$ cat config.mk
export PLATFORM = sky130hd
export DESIGN_NAME = bshift_unit
export DESIGN_NICKNAME = d
export VERILOG_FILES = /design/src/rtl/bshift_pkg.sv /design/src/rtl/bshift_fields.sv /design/src/rtl/bshift_decode.sv /design/src/rtl/bshift_core.sv /design/src/rtl/bshift_unit.sv
export SDC_FILE = /design/constraint.sdc
export NUM_CORES = 1
export LEC_CHECK = 0
export BUFFER_PORTS_ARGS = -buffer_cell sky130_fd_sc_hd__buf_2
export CORE_ASPECT_RATIO = 2
export CORE_MARGIN = 4
export CORE_UTILIZATION = 40
export DETAILED_ROUTE_END_ITERATION = 8
export SYNTH_ARGS = -nofsm -noshare
export SYNTH_HDL_FRONTEND = slang
export SYNTH_SLANG_ARGS = --single-unit
$ cat constraint.sdc
create_clock -name vclk -period 3.3
set_input_delay 0.165 -clock vclk [all_inputs]
set_output_delay 0.165 -clock vclk [all_outputs]
set_load 0.005 [all_outputs]
$ cat src/rtl/bshift_pkg.sv
// Shared types and field positions for the shift operand unit.
// Assumes a 32-bit instruction word carrying the fields at fixed bit positions.
package bshift_pkg;

    // Decoded shift operation handed from the decoder to the shifter core.
    typedef enum logic [2:0] {
        SHK_LSL = 3'd0,
        SHK_LSR = 3'd1,
        SHK_ASR = 3'd2,
        SHK_ROR = 3'd3,
        SHK_RRX = 3'd4
    } shk_e;

    localparam int IMM_W = 5;

    // Wide layout field positions
    localparam int WIDE_TYP_LO = 5;
    localparam int WIDE_AMT_LO = 7;
    // Compact layout field positions
    localparam int CMP_TYP_LO  = 4;
    localparam int CMP_AHI_LO  = 12;
    localparam int CMP_ALO_LO  = 6;

endpackage

$ cat src/rtl/bshift_fields.sv
// Extracts the 2-bit shift kind and the 5-bit immediate amount from an
// instruction word, in either the wide or the compact layout.
// Assumes INSN_W is large enough to hold bit 14.
module bshift_fields #(
    parameter int INSN_W = 32
) (
    input  logic [INSN_W-1:0]              insn_i,
    input  logic                           compact_i,
    output logic [1:0]                     typ_o,
    output logic [bshift_pkg::IMM_W-1:0]   imm_o
);
    import bshift_pkg::*;

    // Pick field slices according to the layout select.
    always_comb begin
        if (compact_i) begin
            typ_o = insn_i[CMP_TYP_LO +: 2];
            imm_o = {insn_i[CMP_AHI_LO +: 3], insn_i[CMP_ALO_LO +: 2]};
        end else begin
            typ_o = insn_i[WIDE_TYP_LO +: 2];
            imm_o = insn_i[WIDE_AMT_LO +: IMM_W];
        end
    end

endmodule

$ cat src/rtl/bshift_decode.sv
// Turns a shift kind code plus amount into an explicit operation and amount.
// Immediate mode resolves the zero-amount encodings. Register mode maps codes
// straight through and uses the wide register amount.
// Assumes AMT_W can represent DATA_W.
module bshift_decode #(
    parameter int DATA_W = 32,
    parameter int AMT_W  = 8
) (
    input  logic                          reg_mode_i,
    input  logic [1:0]                    typ_i,
    input  logic [bshift_pkg::IMM_W-1:0]  imm_i,
    input  logic [AMT_W-1:0]              reg_amt_i,
    output bshift_pkg::shk_e              kind_o,
    output logic [AMT_W-1:0]              amt_o
);
    import bshift_pkg::*;

    localparam logic [AMT_W-1:0] FULL_AMT = AMT_W'(DATA_W);

    logic             imm_zero;
    logic [AMT_W-1:0] imm_ext;

    assign imm_zero = (imm_i == '0);
    assign imm_ext  = AMT_W'(imm_i);

    // Select operation and effective amount for both modes.
    always_comb begin
        kind_o = SHK_LSL;
        amt_o  = imm_ext;
        if (reg_mode_i) begin
            amt_o = reg_amt_i;
            unique case (typ_i)
                2'd0: kind_o = SHK_LSL;
                2'd1: kind_o = SHK_LSR;
                2'd2: kind_o = SHK_ASR;
                default: kind_o = SHK_ROR;
            endcase
        end else begin
            unique case (typ_i)
                2'd0: kind_o = SHK_LSL;
                2'd1: begin
                    kind_o = SHK_LSR;
                    amt_o  = imm_zero ? FULL_AMT : imm_ext;
                end
                2'd2: begin
                    kind_o = SHK_ASR;
                    amt_o  = imm_zero ? FULL_AMT : imm_ext;
                end
                default: begin
                    kind_o = imm_zero ? SHK_RRX : SHK_ROR;
                    amt_o  = imm_zero ? AMT_W'(1) : imm_ext;
                end
            endcase
        end
    end

endmodule

$ cat src/rtl/bshift_core.sv
// Applies a decoded shift to the operand and produces the result, the carry-out
// and the invalid flag. Each kind is computed on a double-width vector, so
// amounts at and above DATA_W fall out without special cases.
// Assumes DATA_W is a power of two (rotate uses the low amount bits).
module bshift_core #(
    parameter int DATA_W = 32,
    parameter int AMT_W  = 8
) (
    input  logic [DATA_W-1:0]  opnd_i,
    input  logic               carry_i,
    input  bshift_pkg::shk_e   kind_i,
    input  logic [AMT_W-1:0]   amt_i,
    output logic [DATA_W-1:0]  result_o,
    output logic               carry_o,
    output logic               invalid_o
);
    import bshift_pkg::*;

    localparam int RW = $clog2(DATA_W);
    localparam logic [AMT_W-1:0] FULL_AMT = AMT_W'(DATA_W);

    logic [2*DATA_W-1:0] lsl_w, lsr_w, asr_w, ror_w;
    logic                amt_zero, amt_over;

    // Double-width shift products, one per kind.
    always_comb begin
        lsl_w = {{DATA_W{1'b0}}, opnd_i} << amt_i;
        lsr_w = {opnd_i, {DATA_W{1'b0}}} >> amt_i;
        asr_w = $unsigned($signed({opnd_i, {DATA_W{1'b0}}}) >>> amt_i);
        ror_w = {opnd_i, opnd_i} >> amt_i[RW-1:0];
    end

    assign amt_zero = (amt_i == '0);
    assign amt_over = (amt_i > FULL_AMT);

    // Choose the output triple by kind, with zero-amount and invalid handling.
    always_comb begin
        result_o  = '0;
        carry_o   = 1'b0;
        invalid_o = 1'b0;
        if (kind_i == SHK_RRX && amt_i != AMT_W'(1)) begin
            invalid_o = 1'b1;
        end else if (amt_zero) begin
            result_o = opnd_i;
            carry_o  = carry_i;
        end else begin
            unique case (kind_i)
                SHK_LSL: begin
                    result_o = lsl_w[DATA_W-1:0];
                    carry_o  = lsl_w[DATA_W];
                end
                SHK_LSR: begin
                    result_o = lsr_w[2*DATA_W-1:DATA_W];
                    carry_o  = lsr_w[DATA_W-1];
                end
                SHK_ASR: begin
                    if (amt_over) begin
                        invalid_o = 1'b1;
                    end else begin
                        result_o = asr_w[2*DATA_W-1:DATA_W];
                        carry_o  = asr_w[DATA_W-1];
                    end
                end
                SHK_ROR: begin
                    result_o = ror_w[DATA_W-1:0];
                    carry_o  = ror_w[DATA_W-1];
                end
                default: begin
                    result_o = {carry_i, opnd_i[DATA_W-1:1]};
                    carry_o  = opnd_i[0];
                end
            endcase
        end
    end

endmodule

$ cat src/rtl/bshift_unit.sv
// Top level of the shift operand unit: field extraction, decode and shifter
// core in series. Purely combinational, so it has no clock and no reset.
// Assumes the instruction word is 32 bits wide.
module bshift_unit #(
    parameter int DATA_W = 32,
    parameter int INSN_W = 32,
    parameter int AMT_W  = 8
) (
    input  logic [DATA_W-1:0] opnd_i,
    input  logic              carry_i,
    input  logic              reg_mode_i,
    input  logic              compact_i,
    input  logic [INSN_W-1:0] insn_i,
    input  logic [AMT_W-1:0]  reg_amt_i,
    output logic [DATA_W-1:0] result_o,
    output logic              carry_o,
    output logic              invalid_o
);
    import bshift_pkg::*;

    logic [1:0]       typ_w;
    logic [IMM_W-1:0] imm_w;
    shk_e             kind_w;
    logic [AMT_W-1:0] amt_w;

    bshift_fields #(.INSN_W(INSN_W)) u_fields (
        .insn_i    (insn_i),
        .compact_i (compact_i),
        .typ_o     (typ_w),
        .imm_o     (imm_w)
    );

    bshift_decode #(.DATA_W(DATA_W), .AMT_W(AMT_W)) u_decode (
        .reg_mode_i (reg_mode_i),
        .typ_i      (typ_w),
        .imm_i      (imm_w),
        .reg_amt_i  (reg_amt_i),
        .kind_o     (kind_w),
        .amt_o      (amt_w)
    );

    bshift_core #(.DATA_W(DATA_W), .AMT_W(AMT_W)) u_core (
        .opnd_i    (opnd_i),
        .carry_i   (carry_i),
        .kind_i    (kind_w),
        .amt_i     (amt_w),
        .result_o  (result_o),
        .carry_o   (carry_o),
        .invalid_o (invalid_o)
    );

endmodule

==> flow_metrics.env, run 1 <==
export IMPL_status="stopped before the end"
export IMPL_flow_stopped_at="5_1_grt"
export IMPL_stop_error="[ERROR GRT-0116] Global routing finished with congestion. Check the congestion regions in the DRC Viewer."
export IMPL_synth_avg_cell_area_um2=6.30
export IMPL_cts_hold_buf=0
export IMPL_placed_area_um2=10700
export IMPL_num_io_pins=109
export IMPL_routabilityCongestion=1.27
export IMPL_yosys_area_top_type="mux2i_1"
export IMPL_die_x_um=102
export IMPL_synth_cell_type_count=82
export IMPL_syn_nets=1206
export IMPL_rows=68
export IMPL_grt_max_degree=26
export IMPL_grt_pass1_vias=13900
export IMPL_numPortBuffers=88
export IMPL_start_util_pct=40.9
export IMPL_yosys_warnings=0
export IMPL_synth_area_top_cells="mux2i_1, nand2_1, a21oi_1, o21ai_0, nor2_1"
export IMPL_synth_top_area_share_pct=14.2
export IMPL_yosysSeqAreaShare_pct=0
export IMPL_grt_pass1_wl_um=98500
export IMPL_grt_overflow=75
export IMPL_syn_area_um2=7100
export IMPL_syn_inst=1127
export IMPL_dp_cells=1730
export IMPL_grtUsageTotal_pct=66.2
export IMPL_die_h_um=196
export IMPL_hpwl_um=45900
[cell families after synthesis]
group,after synthesis,share of synthesized area (%)
buf+inv,127,8.49
compound gates,479,46.1
mux,136,20.2
simple gates,381,24.5
fa+ha+maj,4,0.705
[per-stage QoR]
stage	worst slack, ns	TNS [ns]	util [%]	hold slack, ns
after floorplan	0.00170	0	-	0.445
after global placement	-0.511	-13.12	61.5	0.729
after detailed placement	-0.554	-13.95	61.5	0.734
after CTS	-0.288	-5.72	67.1	0.738
[what timing repair did]
action                                  CTS
buffers inserted                         19
endpoints found under the setup margin   33
gates resized for setup                 181
gates cloned                              3
pin swaps                                43
[per-layer routing]
layer | overflow | track usage, %
met1 | 1 | 68.9
met2 | 41 | 84.2
met3 | 0 | 44.1
met4 | 33 | 65.1
met5 | 0 | 9.49
[Yosys cell counts, types with 24 or more instances]
| cell type | number |
|---|---|
| mux2i_1 | 101 |
| a31oi_1 | 31 |
| a221oi_1 | 24 |
| mux2_2 | 31 |
| o22ai_1 | 32 |
| nand2_1 | 138 |
| nor2_1 | 99 |
| nor3_1 | 33 |
| clkbuf_1 | 49 |
| nand3_1 | 46 |
| a21oi_1 | 100 |
| o21ai_0 | 89 |
| buf_2 | 53 |
==> run 2: changes to the inputs <==
--- a/config.mk
+++ b/config.mk
@@ -6,10 +6,10 @@
 export NUM_CORES = 1
 export LEC_CHECK = 0
 export BUFFER_PORTS_ARGS = -buffer_cell sky130_fd_sc_hd__buf_2
-export CORE_ASPECT_RATIO = 2
 export CORE_MARGIN = 4
-export CORE_UTILIZATION = 40
+export CORE_UTILIZATION = 25
 export DETAILED_ROUTE_END_ITERATION = 8
+export PLACE_DENSITY_LB_ADDON = 0.15
 export SYNTH_ARGS = -nofsm -noshare
 export SYNTH_HDL_FRONTEND = slang
 export SYNTH_SLANG_ARGS = --single-unit
==> constraint.sdc (replaced) <==
create_clock -name vclk -period 4.3
set_input_delay 0.215 -clock vclk [all_inputs]
set_output_delay 0.215 -clock vclk [all_outputs]
set_load 0.005 [all_outputs]
==> flow_metrics.env, run 2 <==
export IMPL_ir_drop_v=0.0000892
export IMPL_drc=0
export IMPL_slew_headroom_pct=41.3
export IMPL_synth_cell_type_count=82
export IMPL_die_x_um=177
export IMPL_synth_xor_area_share_pct=0
export IMPL_postLayoutCellArea_um2=9140
export IMPL_nNetsFinal=1365
export IMPL_status="finished, final reports clean"
export IMPL_final_common_cell="buf_4"
export IMPL_drv_slew=0
export IMPL_dr_pass1_iters=5
export IMPL_endpoint="result_o[15]"
export IMPL_ff_latch_area_um2=0
export IMPL_critPathLaunchType="primary input"
export IMPL_syn_area_um2=7100
export IMPL_synth_top_family_by_area="compound AO/OA/AOI/OAI gates"
export IMPL_crit_path_start="compact_i"
export IMPL_final_hold_violation_count=0
export IMPL_yosysSeqAreaShare_pct=0
export IMPL_fin_crit_sh_pct=97.2
export IMPL_final_setup_viol_count=0
export IMPL_synth_compound_gate_area_share_pct=46.1
export IMPL_grtUsageTotal_pct=38.1
export IMPL_hpwl_um=48600
export IMPL_clockPowerShare_pct=0
export IMPL_cp_required_ns=4.09
export IMPL_final_cell_mix="buf_4, nand2_1, a21oi_1, nor2_1, mux2i_1"
export IMPL_synth_most_common_cell="nand2_1"
export IMPL_fin_ws_ns=0.120
export IMPL_via_per_inst=6.80
export IMPL_yosys_area_top_type="mux2i_1"
export IMPL_start_util_pct=25.4
export IMPL_num_io_pins=109
export IMPL_yosys_area_share_simple_pct=24.5
export IMPL_synth_top_area_share_pct=14.2
export IMPL_dp_slack_ns=-0.249
export IMPL_clkbuf_count=0
export IMPL_fin_cells=1665
export IMPL_p_int_uw=894
export IMPL_p_leak_nw=3.77
export IMPL_yosys_warnings=0
export IMPL_grt_max_degree=47
export IMPL_wire_per_inst_um=37.4
export IMPL_drv_cap=0
export IMPL_synth_fa_ha_area_share_pct=0.704
export IMPL_dp_cells=1662
export IMPL_syn_nets=1206
export IMPL_core_um2=27900
export IMPL_antenna_found_initial=4
export IMPL_p_per_area_nw_per_um2=275
export IMPL_timing_fmax_mhz=239
export IMPL_drt_total_wl_um=62200
export IMPL_grt_pass1_wl_um=85300
export IMPL_design_die_area_um2=31200
export IMPL_final_layout_size_suffix_gt1_share_pct=27.5
export IMPL_sequential_cell_total=0
export IMPL_syn_inst=1127
export IMPL_placed_area_um2=9070
export IMPL_drtAntennaViolNets=0
export IMPL_crit_type="in -> out"
export IMPL_numPortBuffers=88
export IMPL_rows=61
export IMPL_fillCellCount=3218
export IMPL_netlist_top_cells_count="nand2_1, mux2i_1, a21oi_1, nor2_1, o21ai_0"
export IMPL_syn_to_final_growth_pct=28.7
export IMPL_critical_path_arrival_ns=3.96
export IMPL_grt_overflow=0
export IMPL_synth_avg_cell_area_um2=6.30
export IMPL_min_path_cells=4
export IMPL_synth_area_top_cells="mux2i_1, nand2_1, a21oi_1, o21ai_0, nor2_1"
export IMPL_first_iter_violations=1711
export IMPL_power_mw=2.51
export IMPL_power_switching_mw=1.62
export IMPL_routabilityCongestion=1.05
export IMPL_period_needed_ns=4.18
export IMPL_swShare_pct=64.5
export IMPL_hold_path_class="in -> out"
export IMPL_grt_setup_unrepaired="no"
export IMPL_vias=11300
export IMPL_grt_pass1_vias=10700
export IMPL_end_kind="output port"
export IMPL_seq_power_share_pct=0
export IMPL_die_h_um=177
export IMPL_p_comb_share_pct=100.0
export IMPL_synthMuxAreaShare_pct=20.2
export IMPL_crit_fanout=20
export IMPL_tightest_slew_ns=0.881
## run 2: cell counts after synthesis
No cell type changed its count.
## run 2: critical path, cell delays in order
cell and delay (ns):
buf_2 0.13, mux2i_2 0.28, ha_1 0.34, nor4_4 0.35, buf_12 0.22, nor2_4 0.12
mux2i_1 0.41, mux2i_1 0.26, a21o_1 0.24, mux2i_1 0.45, o22ai_1 0.21, a311oi_1 0.30
o221ai_1 0.23, buf_2 0.19
## run 2: worst min path at each step
stage | from | slack (ns) | to
floorplan | opnd_i[5] | 0.54 | result_o[5]
global route | carry_i | 0.87 | result_o[31]
global placement | carry_i | 0.84 | result_o[31]
CTS | carry_i | 0.86 | result_o[31]
detailed placement | carry_i | 0.86 | result_o[31]
finish | carry_i | 0.86 | result_o[31]
## run 2: metal layers
metal | GRT usage (%) | vias up | routed length (µm)
li1 | - | 4747 | -
met1 | 51.2 | 5518 | 25400
met3 | 10.0 | 178 | 7120
met2 | 56.6 | 884 | 25700
met5 | 0 | - | 0
met4 | 18.3 | 0 | 4050
## run 2: per-stage QoR
step / TNS [ns] / hold slack (ns) / util, %
floorplan: 0 / 0.545 / -
global placement: -0.299 / 0.837 / 32.5
detailed placement: -0.249 / 0.856 / 32.5
CTS: 0 / 0.858 / 32.5
global route: 0 / 0.871 / 32.7
finish: 0 / 0.858 / 32.7
## run 2: cells by family (layout without fill, tap and decap cells)
group | after synthesis | count (layout)
compound gates | 479 | 479
simple gates | 381 | 381
mux | 136 | 136
buf+inv | 127 | 284
fa+ha+maj | 4 | 4
other cells | 0 | 3
## run 2: timing repair
action	in CTS	in global routing
hold buffers	0	0
buffers inserted	0	0
gates resized for setup	2	12
pin swaps	0	1
endpoints found under the setup margin	1	22
## run 2: cell type report
| class | instances | area (µm²) | share of cell area, % |
|---|---|---|---|
| multi-input cells | 1000 | 6610 | 72.3 |
| repair buffers | 277 | 2020 | 22.1 |
| well taps | 378 | 473 | 5.17 |
| inverters | 7 | 26.3 | 0.287 |
| diodes | 3 | 7.51 | 0.0821 |
## run 2: power groups by stage
stage          sequential (mW)    clock (mW)  combinational [mW]
5_1_grt                      0             0                2.59
6_report                     0  0.0000000907                2.51
4_1_cts                      0             0                2.41
3_3_place_gp                 0             0                2.43
2_1_floorplan                0             0                1.19
3_5_place_dp                 0             0                2.40
(Power assumes the default switching activity.)
==> run 3: changes to the inputs <==
--- a/config.mk
+++ b/config.mk
@@ -10,6 +10,7 @@
 export CORE_UTILIZATION = 25
 export DETAILED_ROUTE_END_ITERATION = 8
 export PLACE_DENSITY_LB_ADDON = 0.15
+export RECOVER_POWER = 100
 export SYNTH_ARGS = -nofsm -noshare
 export SYNTH_HDL_FRONTEND = slang
 export SYNTH_SLANG_ARGS = --single-unit
==> flow_metrics.env, run 3 (synthesized netlist as in run 2, its figures left out) <==
export IMPL_status="finished, final reports clean"
export IMPL_power_mw=2.50
export IMPL_fin_crit_sh_pct=97.7
export IMPL_swShare_pct=64.7
export IMPL_critical_path_arrival_ns=3.99
export IMPL_numPortBuffers=88
export IMPL_hold_path_end="result_o[31]"
export IMPL_design_die_area_um2=31200
export IMPL_worst_path_buf_inv=3
export IMPL_fin_setup_tns_ns=0
export IMPL_cp_required_ns=4.09
export IMPL_drv_cap=0
export IMPL_end_kind="output port"
export IMPL_met2_length_um=25400
export IMPL_wl_met3_um=6730
export IMPL_nNetsFinal=1365
export IMPL_drc=0
export IMPL_die_h_um=177
export IMPL_drt_met1_wl_um=25700
export IMPL_first_iter_violations=1613
export IMPL_syn_to_final_growth_pct=28.3
export IMPL_period_needed_ns=4.20
export IMPL_hold_path_class="in -> out"
export IMPL_postLayoutCoreUtil_pct=32.6
export IMPL_grt_pass1_vias=10700
export IMPL_antenna_found_initial=4
export IMPL_critPathTopFamily="multiplexers"
export IMPL_fillCellCount=3227
export IMPL_slew_headroom_pct=40.8
export IMPL_drtAntennaViolNets=0
export IMPL_seq_power_share_pct=0
export IMPL_clockPowerShare_pct=0
export IMPL_wire_per_inst_um=37.3
export IMPL_num_io_pins=109
export IMPL_p_per_area_nw_per_um2=274
export IMPL_via_per_inst=6.87
export IMPL_grt_overflow=0
export IMPL_final_layout_size_suffix_gt1_share_pct=26.5
export IMPL_p_int_uw=882
export IMPL_critPathSlowestCell="mux2i_1"
export IMPL_hpwl_um=48600
export IMPL_dr_pass1_iters=5
export IMPL_timing_fmax_mhz=238
export IMPL_cp_common_cell="mux2i_1"
export IMPL_grtUsageTotal_pct=38.1
export IMPL_critPathLaunchType="primary input"
export IMPL_start_util_pct=25.4
export IMPL_crit_type="in -> out"
export IMPL_drv_slew=0
export IMPL_crit_fanout=20
export IMPL_vias=11400
export IMPL_final_hold_violation_count=0
export IMPL_rows=61
export IMPL_die_x_um=177
export IMPL_min_path_cells=4
export IMPL_cts_hold_buf=0
export IMPL_power_switching_mw=1.62
export IMPL_ir_drop_v=0.0000902
export IMPL_p_comb_share_pct=100.0
export IMPL_clkbuf_count=0
export IMPL_final_setup_viol_count=0
export IMPL_grt_setup_unrepaired="no"
export IMPL_drt_total_wl_um=62100
export IMPL_crit_chain="buf_2 -> mux2i_2 -> ha_1 -> nor4_4 -> buf_12 -> nor2_4 -> mux2i_1 -> mux2i_1 -> a21o_1 -> mux2i_1 -> o22ai_1 -> a311oi_1 -> o221ai_1 -> clkbuf_1"
export IMPL_final_cell_mix="buf_4, nand2_1, a21oi_1, nor2_1, mux2i_1"
export IMPL_grt_pass1_wl_um=85300
export IMPL_routabilityCongestion=1.05
export IMPL_slowest_delay_ns=0.48
export IMPL_min_from="carry_i"
export IMPL_sequential_cell_total=0
export IMPL_p_leak_nw=3.74
export IMPL_grt_max_degree=47
export IMPL_core_um2=27900
export IMPL_ff_latch_area_um2=0
export IMPL_tightest_slew_ns=0.888
export IMPL_final_common_cell="buf_4"
export IMPL_top_layer="met4"
-- run 3: cell count changes in the layout (fill, tap and decap cells not counted), sizes merged --
cell,change
buf,-13
clkbuf,+13
-- run 3: routing by layer --
| layer | track usage, % | vias to the layer above |
|---|---|---|
| li1 | - | 4747 |
| met1 | 51.2 | 5602 |
| met2 | 56.6 | 882 |
| met3 | 10.0 | 205 |
| met4 | 18.3 | 0 |
| met5 | 0 | - |
-- run 3: how the worst max path moves through the flow --
stage	startpoint	to	cells after the start
2_1_floorplan	compact_i	result_o[2]	14
3_3_place_gp	compact_i	result_o[19]	18
3_5_place_dp	compact_i	result_o[19]	18
4_1_cts	compact_i	result_o[14]	17
5_1_grt	compact_i	result_o[5]	18
6_report	compact_i	result_o[15]	14
-- run 3: layout make-up --
| cell class | count | area, µm² | area share (%) |
|---|---|---|---|
| antenna | 3 | 7.51 | 0.0823 |
| multi-input combinational | 1000 | 6610 | 72.5 |
| timing repair buffer | 277 | 2000 | 21.9 |
| tap | 378 | 473 | 5.19 |
| inverter | 7 | 26.3 | 0.288 |
-- run 3: what timing repair did --
| action | in CTS | in global routing |
|---|---|---|
| setup buffers | 0 | 0 |
| resized for setup | 2 | 12 |
| pin swaps | 0 | 1 |
| setup endpoints to repair | 1 | 22 |
| cloned | 0 | 0 |
-- run 3: power groups by stage --
stage	registers, mW	clock network (mW)	logic (mW)
after floorplan	0	0	1.19
after global placement	0	0	2.43
after detailed placement	0	0	2.40
after CTS	0	0	2.41
after global routing	0	0	2.57
final	0	0.0000000326	2.50
-- run 3: through the flow --
| step | std cells | hold slack (ns) | cell area (µm²) | setup WS (ns) |
|---|---|---|---|---|
| 6_report | 1665 | 0.862 | 9120 | 0.0984 |
| 5_1_grt | 1662 | 0.871 | 9110 | 0.00943 |
| 3_5_place_dp | 1662 | 0.856 | 9070 | -0.249 |
| 2_1_floorplan | 1127 | 0.545 | 7100 | 0.810 |
| 4_1_cts | 1662 | 0.858 | 9070 | 0.0951 |
| 3_3_place_gp | 1662 | 0.837 | 9070 | -0.299 |
